File: src/rtl/dcm_pkg.sv
package dcm_pkg;

  typedef enum logic [1:0] {
    ST_IDLE = 2'd0,
    ST_ARM  = 2'd1,
    ST_RUN  = 2'd2
  } dcm_state_t;

  // Effective run length: a programmed zero behaves as one sample.
  function automatic int eff_len(input int d);
    return (d == 0) ? 1 : d;
  endfunction

  // Signed contribution of one sample after the run's sense control.
  function automatic logic signed [1:0] bit_step(input logic b, input logic inv);
    return (b ^ inv) ? 2'sb01 : 2'sb11;
  endfunction

endpackage

File: src/rtl/dcm_arm_ctrl.sv
module dcm_arm_ctrl #(
  parameter int DEC_W = 6
) (
  input  logic             clk,
  input  logic             rst_n,
  input  logic             start,
  input  logic             enable,
  input  logic             bit_in,
  input  logic             invert,
  input  logic             preset_mode,
  input  logic [DEC_W-1:0] dec_factor,
  output logic             start_ok,
  output logic             take,
  output logic             last,
  output logic             busy,
  output logic             inv_q
);
  import dcm_pkg::*;

  localparam int CW = DEC_W + 1;

  dcm_state_t       st;
  logic [DEC_W-1:0] d_q;
  logic [DEC_W-1:0] cnt;
  logic             ref_q;
  logic [CW-1:0]    d_eff;
  logic [CW-1:0]    cnt_inc;
  logic             armed_now;

  assign busy      = (st != ST_IDLE);
  assign start_ok  = start && !busy;
  assign armed_now = (st == ST_RUN) || ((st == ST_ARM) && (bit_in != ref_q));
  assign take      = enable && armed_now;
  assign d_eff     = CW'(eff_len(int'(d_q)));
  assign cnt_inc   = {1'b0, cnt} + CW'(1);
  assign last      = take && (cnt_inc == d_eff);

  always_ff @(posedge clk or negedge rst_n) begin
    if (!rst_n) begin
      st    <= ST_IDLE;
      d_q   <= '0;
      cnt   <= '0;
      ref_q <= 1'b0;
      inv_q <= 1'b0;
    end else begin
      unique case (st)
        ST_IDLE: begin
          if (start_ok) begin
            st    <= preset_mode ? ST_RUN : ST_ARM;
            d_q   <= dec_factor;
            cnt   <= '0;
            ref_q <= bit_in;
            inv_q <= invert;
          end
        end
        ST_ARM, ST_RUN: begin
          if (take) begin
            if (last) begin
              st  <= ST_IDLE;
              cnt <= '0;
            end else begin
              st  <= ST_RUN;
              cnt <= cnt_inc[DEC_W-1:0];
            end
          end
        end
        default: st <= ST_IDLE;
      endcase
    end
  end

  // an in-flight run cannot be cut short by anything but its last sample
  p_busy_hold_r9: assert property (@(posedge clk) disable iff (!rst_n)
    busy && !last |=> busy);

  // preset mode goes straight to counting
  p_preset_go_r7: assert property (@(posedge clk) disable iff (!rst_n)
    start_ok && preset_mode |=> (st == ST_RUN));

  // a sample equal to the start-cycle bit leaves the run waiting
  p_wait_hold_r6: assert property (@(posedge clk) disable iff (!rst_n)
    (st == ST_ARM) && (bit_in == ref_q) |=> (st == ST_ARM));

  // a gated sample never advances the count
  p_gate_r8: assert property (@(posedge clk) disable iff (!rst_n)
    (st == ST_RUN) && !enable |=> $stable(cnt) && (st == ST_RUN));

endmodule

File: src/rtl/dcm_updown_acc.sv
module dcm_updown_acc #(
  parameter int ACC_W = 8
) (
  input  logic                    clk,
  input  logic                    rst_n,
  input  logic                    clr,
  input  logic                    take,
  input  logic signed [1:0]       step,
  output logic signed [ACC_W-1:0] sum_next
);
  logic signed [ACC_W-1:0] acc;

  assign sum_next = acc + {{(ACC_W-2){step[1]}}, step};

  always_ff @(posedge clk or negedge rst_n) begin
    if (!rst_n)    acc <= '0;
    else if (clr)  acc <= '0;
    else if (take) acc <= sum_next;
  end

  // an up step always increases the signed total, a down step decreases it
  p_no_overflow_r12: assert property (@(posedge clk) disable iff (!rst_n)
    take && !clr && (step == 2'sb01) |=> (acc > $past(acc)));
  p_no_underflow_r12: assert property (@(posedge clk) disable iff (!rst_n)
    take && !clr && (step == 2'sb11) |=> (acc < $past(acc)));

  // with no counted sample and no clear the total holds
  p_hold_r8: assert property (@(posedge clk) disable iff (!rst_n)
    !take && !clr |=> $stable(acc));

  // clear leaves a zero total
  p_clear_r5: assert property (@(posedge clk) disable iff (!rst_n)
    clr |=> (acc == '0));

endmodule

File: src/rtl/dc_decim_top.sv
module dc_decim_top #(
  parameter int DEC_W = 6,
  localparam int ACC_W = DEC_W + 2
) (
  input  logic             clk,
  input  logic             rst_n,
  input  logic             bit_in,
  input  logic             enable,
  input  logic [DEC_W-1:0] dec_factor,
  input  logic             start,
  input  logic             clear,
  input  logic             invert,
  input  logic             preset_mode,
  output logic [ACC_W-1:0] result,
  output logic             done,
  output logic             valid,
  output logic             busy
);
  import dcm_pkg::*;

  logic                    start_ok;
  logic                    take;
  logic                    last;
  logic                    inv_q;
  logic                    clr_ok;
  logic signed [1:0]       step;
  logic signed [ACC_W-1:0] sum_next;

  assign clr_ok = clear && !busy;
  assign step   = bit_step(bit_in, inv_q);

  dcm_arm_ctrl #(.DEC_W(DEC_W)) u_ctrl (
    .clk        (clk),
    .rst_n      (rst_n),
    .start      (start),
    .enable     (enable),
    .bit_in     (bit_in),
    .invert     (invert),
    .preset_mode(preset_mode),
    .dec_factor (dec_factor),
    .start_ok   (start_ok),
    .take       (take),
    .last       (last),
    .busy       (busy),
    .inv_q      (inv_q)
  );

  dcm_updown_acc #(.ACC_W(ACC_W)) u_acc (
    .clk     (clk),
    .rst_n   (rst_n),
    .clr     (clr_ok),
    .take    (take),
    .step    (step),
    .sum_next(sum_next)
  );

  always_ff @(posedge clk or negedge rst_n) begin
    if (!rst_n) begin
      result <= '0;
      done   <= 1'b0;
      valid  <= 1'b0;
    end else begin
      done <= last;
      if (last) begin
        result <= sum_next;
        valid  <= 1'b1;
      end else if (start_ok) begin
        valid <= 1'b0;
      end
    end
  end

  // done is a single-cycle pulse
  p_done_pulse_r3: assert property (@(posedge clk) disable iff (!rst_n)
    done |=> !done);

  // a valid result stays put until a start is accepted
  p_valid_hold_r10: assert property (@(posedge clk) disable iff (!rst_n)
    valid && !start_ok && !last |=> valid && $stable(result));

  // done always comes with valid and ends the busy window
  p_done_valid_r10: assert property (@(posedge clk) disable iff (!rst_n)
    done |-> valid && !busy);

endmodule

File: config.mk
export PLATFORM = sky130hd
export DESIGN_NAME = dc_decim_top
export DESIGN_NICKNAME = d
export VERILOG_FILES = /design/src/rtl/dcm_pkg.sv /design/src/rtl/dcm_arm_ctrl.sv /design/src/rtl/dcm_updown_acc.sv /design/src/rtl/dc_decim_top.sv
export SDC_FILE = /design/constraint.sdc
export NUM_CORES = 1
export LEC_CHECK = 0
export BUFFER_PORTS_ARGS = -buffer_cell sky130_fd_sc_hd__buf_2
export CAP_MARGIN = 10
export CORE_UTILIZATION = 49
export CTS_CLUSTER_DIAMETER = 30
export DETAILED_ROUTE_END_ITERATION = 10
export HOLD_SLACK_MARGIN = 0.02
export MAX_ROUTING_LAYER = met4
export PLACE_DENSITY = 0.69
export SYNTH_ARGS = -nofsm -noshare
export SYNTH_HDL_FRONTEND = slang
export SYNTH_SLANG_ARGS = --single-unit
File: constraint.sdc
create_clock -name clk -period 6.82 [get_ports clk]
set_input_delay 0.341 -clock clk [delete_from_list [all_inputs] [get_ports clk]]
set_output_delay 0.341 -clock clk [all_outputs]
set_load 0.02 [all_outputs]
---- Yosys cells after proc, flatten, opt, wreduce, memory -nomap -nowiden ----
Index checks and enable logic that the tools add are counted.
W data, S select, Z words.
storage, ports and cells
  bits in read-only memories .............. 0
  output and inout port bits .............. 11
  latch bits .............................. 0
  bits in writable memories ............... 0
  logic and storage cells ................. 50
  register bits after elaboration ......... 34
  memories kept ........................... 0
operators by class
  bitwise gates (word level) .............. 1
  reduce and logical (&&, ||, !) cells .... 17
  muxes and demuxes ....................... 15
  $lt $le $gt $ge ......................... 0
  multiply operators ...................... 0
  add/subtract/negate cells ............... 2
  div/mod/pow operators ................... 0
  shifts and indexed selects .............. 0
  equal/unequal tests ..................... 6
operators with widths
  kind                   count
  $mux W6                4
  $mux W8                2
  $pmux W6 S2            1
  $mux W2                5
  $add A8 B8 Y8          1
  $reduce_bool A2 Y1     4
  $add A6 B1 Y7 const B  1
  $eq A7 B7 Y1           1
  $logic_not A6 Y1       1
  $logic_and A1 B1 Y1    5
  $pmux W2 S2            1
  $reduce_and A2 Y1      2
  $reduce_and A3 Y1      1
  $eq A2 B1 Y1 const B   1
  $eq A2 B2 Y1 const B   1
  $logic_not A2 Y1       1
  $mux W1                2
  $ne A2 B1 Y1 const B   1
  $ne A2 B2 Y1 const B   1
  $reduce_or A2 Y1       1
  $logic_not A1 Y1       1
  $logic_or A1 B1 Y1     1
  $ne A1 B1 Y1           1
  $xor A1 B1 Y1          1

---- Longest topological paths before layout ----
Gate-level depths: netlist of the first run.
  depth in word-level cells ............... 8
  gate-level depth with buffers ........... 8

---- Modules after synthesis ----
Synthesis of the first run repeated with hierarchy kept, for this count alone.
unflattened totals
  cell total of the unflattened synthesis .. 182
  area total of the unflattened synthesis .. 2043.2 µm²
modules (own cells, without submodules)
  module          cells each  area each (µm²)  times used  sequential area each (µm²)
  dcm_arm_ctrl    91          984.7            1           400.4
  dcm_updown_acc  67          645.6            1           200.2
  dc_decim_top    24          412.9            1           250.2

---- Worst setup path after synthesis of the first run ----
Ideal clock, no wire load.
  kind .................................... flip-flop to flip-flop
  start ................................... register u_ctrl.cnt[2]
  end ..................................... register u_ctrl.cnt[2]
  clock period less this slack ............ 2.339 ns
  library setup time ...................... 0.122 ns
  cell stages (with the launch flop) ...... 8
  arrival ................................. 2.217 ns
  setup slack ............................. 4.481 ns
  cell sequence ........................... dfrtp_1 nand3_2 or3_1 a211o_1 or4_4 buf_6 buf_8 a32o_1
on the way
  longest elaborated chain between the ends .. 6
RTL lines
  item                      RTL line            text
  start: declaration        dcm_arm_ctrl.sv:24  logic [DEC_W-1:0] cnt;
  start signal: assignment  dcm_arm_ctrl.sv:63  cnt <= cnt_inc[DEC_W-1:0];
  $add A6 B1 Y7 (*)         dcm_arm_ctrl.sv:35  assign cnt_inc = {1'b0, cnt} + CW'(1);
  $eq A7 B7 Y1              dcm_arm_ctrl.sv:36  assign last = take && (cnt_inc == d_eff);
  $logic_and A1 B1 Y1       dcm_arm_ctrl.sv:36
  $mux W6 (*)               dcm_arm_ctrl.sv:58  if (last) begin
  $mux W6 (*)               dcm_arm_ctrl.sv:57  if (take) begin
  $pmux W6 S2 (*)           dcm_arm_ctrl.sv:46  unique case (st)
Every way passes the cells marked *; elsewhere a longest branch is shown, timed or not. The select of a mux whose other input is x is not followed.
A chain may end at the register's enable or synchronous reset.

---- Worst setup path after layout of the first run ----
  start ................................... register u_ctrl.inv_q
  end ..................................... register result[7]
on the way
  longest elaborated chain between the ends .. 3
RTL lines
  item                      RTL line              text
  start: declaration        dcm_arm_ctrl.sv:16    output logic inv_q
  start signal: assignment  dcm_arm_ctrl.sv:53    inv_q <= invert;
  $xor A1 B1 Y1             dcm_pkg.sv:16         return (b ^ inv) ? 2'sb01 : 2'sb11;
  $mux W2                   dcm_pkg.sv:16
  $add A8 B8 Y8             dcm_updown_acc.sv:13  assign sum_next = acc + {{(ACC_W-2){step[1]}}, step};
  end signal: assignment    dc_decim_top.sv:65    result <= sum_next;
  end: declaration          dc_decim_top.sv:14    output logic [ACC_W-1:0] result,
No other way between the ends.

==> results of run 1 <==
kinds of logic (layout without fill, tap and decap cells):
group	after synthesis	after routing
multiplexers	19	19
AND/OR/NAND/NOR	47	47
adder cells (fa/ha/maj)	12	12
buffers and inverters	16	43
XOR/XNOR	15	15
flip-flops	34	34
AO/OA/AOI/OAI	50	50
placed cells by master, fill, tap and decap left out, drive strengths merged, types with 3 or more instances in the layout:
master and n:
a21bo 3, a21o 4, a21oi 10, a32o 5, buf 24, clkbuf 7, dfrtp 34, ha 11
inv 11, mux2 14, mux2i 5, nand2 13, nand3 4, nor2 7, nor2b 3, nor3 3
nor4 3, o21ai 9, or3 4, xnor2 10, xor2 5
sequential cells by signal (all words and copies together), names as in the netlist, 2 cells and up:
signal	cells
result	8
u_acc.acc	8
u_ctrl.cnt	6
u_ctrl.d_q	6
u_ctrl.st	2
through the flow:
step           worst slack (ns)  utilization [%]  instance area (um2)  std cells  total power [W]
2_1_floorplan             4.481                -                 2031        193        0.0007624
3_3_place_gp              4.060            54.39                 2176        262        0.0008759
3_5_place_dp              4.012            54.39                 2176        262        0.0008838
4_1_cts                   4.076            56.68                 2267        270         0.001043
5_1_grt                   3.859            56.68                 2267        270         0.001128
6_report                  4.069            56.68                 2267        270         0.001034
cell usage after synthesis (2+ instances only):
library cell  count
nor3_1            3
xor2_1            5
xnor2_1          10
a21bo_2           3
a32o_1            5
dfrtp_1          34
a211o_1           2
nand2b_1          2
mux2_2           14
inv_1            11
a21o_1            4
o21a_1            2
mux2i_1           5
or3_1             4
nor4_1            3
o22ai_1           2
clkbuf_1          2
nor2_1            7
and2_1            2
a211oi_1          2
nand2_1          13
a31oi_1           2
o211a_1           2
nor2b_1           3
o21ai_0           8
a21oi_1          10
nand3_1           3
ha_1             11
worst paths after layout:
| check | start | cells after the start | slack (ns) | end |
|---|---|---|---|---|
| max | u_ctrl.inv_q | 8 | 4.07 | result[7] |
| min | rst_n | 1 | 0.12 | u_ctrl.st[0] |
| max reg2reg | u_ctrl.inv_q | 8 | 4.07 | result[7] |
| min reg2reg | valid | 2 | 0.47 | valid |
| max in group asynchronous | rst_n | 1 | 6.20 | result[0] |
| min in group clk | dec_factor[2] | 2 | 0.28 | u_ctrl.d_q[2] |
worst max-delay path, delay by kind of cell, from the launching register on:
family                   cells  cell delay [ns]
buffers and inverters        1             0.24
AO/OA/AOI/OAI                3             0.95
adder cells (fa/ha/maj)      1             0.34
XOR/XNOR                     2             0.45
flip-flops                   1             0.39
multiplexers                 1             0.26
cell type report:
type	count	area share (%)
flip-flops and latches	34	37.53
well taps	50	2.759
multi-input cells	143	48.57
clock inverters	1	0.2208
inverters	11	1.821
clock buffers	7	3.808
repair buffers	24	5.298
per-layer routing:
metal  global-route usage [%]  wire, um  up-vias
li1                         -         -      745
met1                    24.45      1834      738
met2                    33.29      1793       19
met3                    5.690       135        5
met4                    8.777        69        0
met5                        -         0        -
power by group through the flow:
| stage | Combinational, W | Clock, W | Sequential [W] |
|---|---|---|---|
| 6_report | 0.000548 | 0.000153 | 0.000332 |
| 5_1_grt | 0.000616 | 0.000168 | 0.000344 |
| 4_1_cts | 0.000552 | 0.000158 | 0.000333 |
| 3_5_place_dp | 0.000547 | 0 | 0.000337 |
| 3_3_place_gp | 0.000541 | 0 | 0.000335 |
| 2_1_floorplan | 0.000411 | 0 | 0.000351 |
==> flow_metrics.tcl, run 1 <==
set metrics [dict create \
    post-route-period-util_pct 40.34 \
    synth_compound_area_share_pct 17.50 \
    period_minus_slack_ns 2.751 \
    numCtsBuffers 5 \
    relSlewSlack_pct 48.65 \
    globalRouteOverflowTotal 0 \
    ys_seq_elements 34 \
    clk_pin_slew_ns 0.07 \
    ys_warn_count 0 \
    grt_max_degree 35 \
    clock-sinks 34 \
    synth_xor_area_share_pct 6.470 \
    drt_first_pass_iters 4 \
    finalSetupTns_ns 0 \
    num_vias 1507 \
    path_cells "xor2_1 -> inv_1 -> ha_1 -> a211oi_1 -> o21ai_0 -> a211oi_1 -> xnor2_1 -> mux2_2" \
    ys_types 47 \
    synthAdderAreaFrac_pct 7.763 \
    p_sw_share_pct 42.03 \
    insertion_delay_ns 0.29 \
    syn_area_um2 2031 \
    ios 25 \
    rsz0062_at_grt "no" \
    area_growth_pct 11.64 \
    initial_utilization_pct 50.77 \
    cts_tree "yes" \
    htree_levels 2 \
    cp_slowest_cell "a211oi_1" \
    cts_setup_buffers 0 \
    die_area_um2 4406 \
    synth_top_family_by_area "compound AO/OA/AOI/OAI gates" \
    p_clk_share_pct 14.8 \
    wl_um 3832 \
    grt_usage_pct 20.74 \
    synth_area_leader_cell "dfrtp_1" \
    power_leakage_nw 1.107 \
    endpoint_kind "flip-flop" \
    cpMostUsedCell "a211oi_1" \
    cts_resized 0 \
    ff_latch_area_um2 850.8 \
    antenna_found_initial 0 \
    powerDensity_nw_per_um2 456.1 \
    core_area_um2 4000 \
    internal_power_w 0.0005994 \
    critPathLaunchType "flip-flop" \
    die_w_um 66.38 \
    rows 23 \
    hold_buffers 0 \
    critPathMaxFanout 7 \
    wl_per_cell_um 14.19 \
    synth.net_count 219 \
    worstPathRequired_ns 6.99 \
    p_switching_w 0.0004346 \
    hpwl_um 2727 \
    die_y_um 66.38 \
    path_class "flip-flop to flip-flop" \
    synthSimpleGateAreaFrac_pct 12.26 \
    hold_slack_ns 0.1178 \
    synth_area_leaders "dfrtp_1 (42%), mux2_2 (7.8%), ha_1 (6.8%)" \
    status "complete, no violations" \
    arrival_ns 2.92 \
    syn_inst 193 \
    worstMarginPinSlew_ns 0.7703 \
    p_comb_share_pct 53.0 \
    setup_viol 0 \
    fmax_mhz 363.5 \
    final_nets 245 \
    routabilityCongestion 0.8697 \
    synth_mux_area_share_pct 10.23 \
    finalMaxSlewViolations 0 \
    finalHoldViolCount 0 \
    drt_iter0_markers 28 \
    irDropWorstVdd_mv 0.2097 \
    multi_input_area_um2 1101 \
    cpPeakStageDelay_ns 0.42 \
    synth_edf_count 0 \
    synth_flop_cell "dfrtp_1" \
    viasPerCell 5.581 \
    drive_gt1_share_pct 22.73 \
    antenna_cells 0 \
    synth.avg_cell_area_um2 10.52 \
    async_reset_ff_share_pct 100.0 \
    clockRootBuffer "clkbuf_8" \
    drv_cap 0 \
    max-clock-path-buffers 2 \
    hp-class "primary input to asynchronous set/reset pin" \
    grt_first_pass_wirelength_um 6479 \
    pwr-share-seq_pct 32.1 \
    seq_area_frac_synth_pct 41.90 \
    ant_nets 0 \
    port_buffers 24 \
    skew_ns 0.01090 \
    synth_top_area_share_pct 41.90 \
    nFillCells 364 \
    grt_pass1_vias 1401 \
    drc_errors 0 \
]
No activity file was read; power rests on OpenSTA's default activity.
==> run 2: changes to the inputs <==
--- a/config.mk
+++ b/config.mk
@@ -5,6 +5,7 @@
 export SDC_FILE = /design/constraint.sdc
 export NUM_CORES = 1
 export LEC_CHECK = 0
+export ABC_AREA = 1
 export BUFFER_PORTS_ARGS = -buffer_cell sky130_fd_sc_hd__buf_2
 export CAP_MARGIN = 10
 export CORE_UTILIZATION = 49
@@ -12,7 +13,7 @@
 export DETAILED_ROUTE_END_ITERATION = 10
 export HOLD_SLACK_MARGIN = 0.02
 export MAX_ROUTING_LAYER = met4
-export PLACE_DENSITY = 0.69
+export PLACE_DENSITY = 0.72
 export SYNTH_ARGS = -nofsm -noshare
 export SYNTH_HDL_FRONTEND = slang
 export SYNTH_SLANG_ARGS = --single-unit
==> constraint.sdc (replaced) <==
create_clock -name clk -period 2.27 [get_ports clk]
set_input_delay 0.1135 -clock clk [delete_from_list [all_inputs] [get_ports clk]]
set_output_delay 0.1135 -clock clk [all_outputs]
set_load 0.02 [all_outputs]
==> run 2 against run 1 <==
Effect of this change: sequential share of layout area fell by 0.25 points; routed wire length rose by 10%; setup slack got worse by 3.9 ns; maximum frequency rose by 32%; first-iteration DRC count rose to 3.0 times the previous value; register-to-register slack got worse by 3.9 ns.
==> flow_metrics.tcl, run 2 <==
set metrics [dict create \
    port_buffers 24 \
    ys_seq_elements 34 \
    seq_area_frac_synth_pct 43.01 \
    irDropWorstVdd_mv 0.9192 \
    synthAdderAreaFrac_pct 7.970 \
    routabilityCongestion 0.8116 \
    insertion_delay_ns 0.29 \
    finalSetupTns_ns 0 \
    grt_usage_pct 22.27 \
    synth_mux_area_share_pct 0 \
    ios 25 \
    multi_input_area_um2 984.7 \
    status "complete, no violations" \
    layout_common_cells "nand2_1 (90), dfrtp_1 (34), inv_1 (32), buf_2 (24), nand3_1 (17)" \
    synth_common_cells "nand2_1 (90), dfrtp_1 (34), inv_1 (32)" \
    synth_xor_area_share_pct 4.428 \
    max-clock-path-buffers 2 \
    power_leakage_nw 1.282 \
    drive_gt1_share_pct 17.38 \
    nFillCells 354 \
    post-route-period-util_pct 92.02 \
    final_nets 307 \
    core_area_um2 3771 \
    relSlewSlack_pct 48.74 \
    ant_nets 0 \
    antenna_found_initial 0 \
    hold_depth 3 \
    num_vias 1655 \
    cts_setup_buffers 0 \
    arrival_ns 2.27 \
    worstMarginPinSlew_ns 0.7689 \
    grt_max_degree 35 \
    synth_area_leader_cell "dfrtp_1" \
    finalMaxSlewViolations 0 \
    r2r_cells 11 \
    post-route-util_pct 60.52 \
    synth_compound_area_share_pct 10.25 \
    drt_iter0_markers 83 \
    critPathLaunchType "flip-flop" \
    critPathMaxFanout 8 \
    clock-sinks 34 \
    setup_viol 0 \
    drc_errors 0 \
    area_growth_pct 15.37 \
    synth_flop_cell "dfrtp_1" \
    synth.avg_cell_area_um2 7.944 \
    grt_pass1_vias 1543 \
    synth_top_area_share_pct 43.01 \
    wl_per_cell_um 12.81 \
    largestRegisters "result (8), u_acc.acc (8)" \
    rsz0062_at_grt "no" \
    powerDensity_nw_per_um2 1319 \
    htree_levels 2 \
    ff_latch_area_um2 850.8 \
    die_y_um 65.54 \
    viasPerCell 5.015 \
    rows 22 \
    async_reset_ff_share_pct 100.0 \
    syn_area_um2 1978 \
    ys_warn_count 0 \
    die_w_um 65.54 \
    antenna_cells 0 \
    wl_um 4226 \
    period_minus_slack_ns 2.089 \
    synthSimpleGateAreaFrac_pct 27.13 \
    fmax_mhz 478.7 \
    initial_utilization_pct 52.46 \
    synth_area_leaders "dfrtp_1 (43%), nand2_1 (17%), ha_1 (7.0%)" \
    drv_cap 0 \
    clockRootBuffer "clkbuf_8" \
    numCtsBuffers 5 \
    die_area_um2 4295 \
    yosysMostFrequentCell "nand2_1" \
    skew_ns 0.004872 \
    endpoint_kind "flip-flop" \
    drt_first_pass_iters 4 \
    hpwl_um 2985 \
    clk_pin_slew_ns 0.07 \
    synth_top_family_by_area "simple AND/OR/NAND/NOR gates" \
    grt_first_pass_wirelength_um 6886 \
    hold_buffers 3 \
    cts_resized 0 \
    synth_edf_count 0 \
    synth.net_count 275 \
    finalHoldViolCount 0 \
    final_common_cell "nand2_1" \
    worstPathRequired_ns 2.45 \
    syn_inst 249 \
    cts_tree "yes" \
    globalRouteOverflowTotal 0 \
    path_class "flip-flop to flip-flop" \
    ys_types 26 \
    hp-class "primary input to flip-flop" \
]
[run 2: worst paths after layout]
check                               from             to  slack (ns)
setup / recovery            u_ctrl.inv_q   u_acc.acc[5]        0.18
hold / removal             dec_factor[3]  u_ctrl.d_q[3]        0.03
setup reg to reg            u_ctrl.inv_q   u_acc.acc[5]        0.18
hold reg to reg                result[6]      result[6]        0.48
max in group asynchronous          rst_n           done        1.34
min in group asynchronous          rst_n  u_ctrl.cnt[1]        0.45
[run 2: kinds of logic (layout without fill, tap and decap cells)]
logic type      after synthesis  after routing
simple gates                125            125
buf+inv                      36             69
flops                        34             34
compound gates               32             32
fa+ha+maj                    12             12
xor+xnor                     10             10
[run 2: through the flow]
| step | setup WS, ns | hold slack, ns | cell area (um2) | power (W) | instances |
|---|---|---|---|---|---|
| 3_5_place_dp | 0.2065 | 0.2238 | 2143 | 0.002442 | 319 |
| 5_1_grt | 0.05005 | 0.03404 | 2282 | 0.003262 | 330 |
| 2_1_floorplan | 0.5131 | -0.1821 | 1978 | 0.002089 | 249 |
| 6_report | 0.1812 | 0.02885 | 2282 | 0.003010 | 330 |
| 3_3_place_gp | 0.3076 | 0.2331 | 2143 | 0.002402 | 319 |
| 4_1_cts | 0.1891 | 0.02109 | 2282 | 0.003019 | 330 |
[run 2: area by class of cell]
class                   count  share of cell area, %
flip-flops and latches     34                  37.28
clock buffers               5                  3.015
clock inverters             3                  1.754
repair buffers             27                  6.579
multi-input cells         179                  43.15
well taps                  48                  2.632
inverters                  34                  5.592
[run 2: power breakdown]
| group | total [W] | switching [W] | internal (W) | leakage [nW] |
|---|---|---|---|---|
| clock | 0.000553 | 0.000230 | 0.000323 | 0.0579 |
| sequential | 0.000948 | 0.000150 | 0.000798 | 0.447 |
| combinational | 0.00151 | 0.000989 | 0.000520 | 0.777 |
| total | 0.00301 | 0.00137 | 0.00164 | 1.28 |
[run 2: metal layers]
layer  part of all wire (%)  vias up  global-route usage (%)
met5                      0        -                       -
met4                    1.5        0                   8.152
met3                    3.8        6                   5.208
met2                     44       30                   34.15
met1                     50      765                   28.71
li1                       -      854                       -
[run 2: worst max-delay path, stage by stage, from the launching register on]
cell and delay [ns]:
dfrtp_1 0.40, inv_1 0.08, nand2_1 0.05, nand2_1 0.26
ha_1 0.36, a21oi_1 0.17, nand2_1 0.12, a21oi_1 0.17
o21bai_1 0.09, xor2_1 0.16, nand2_1 0.06, nand2_1 0.05
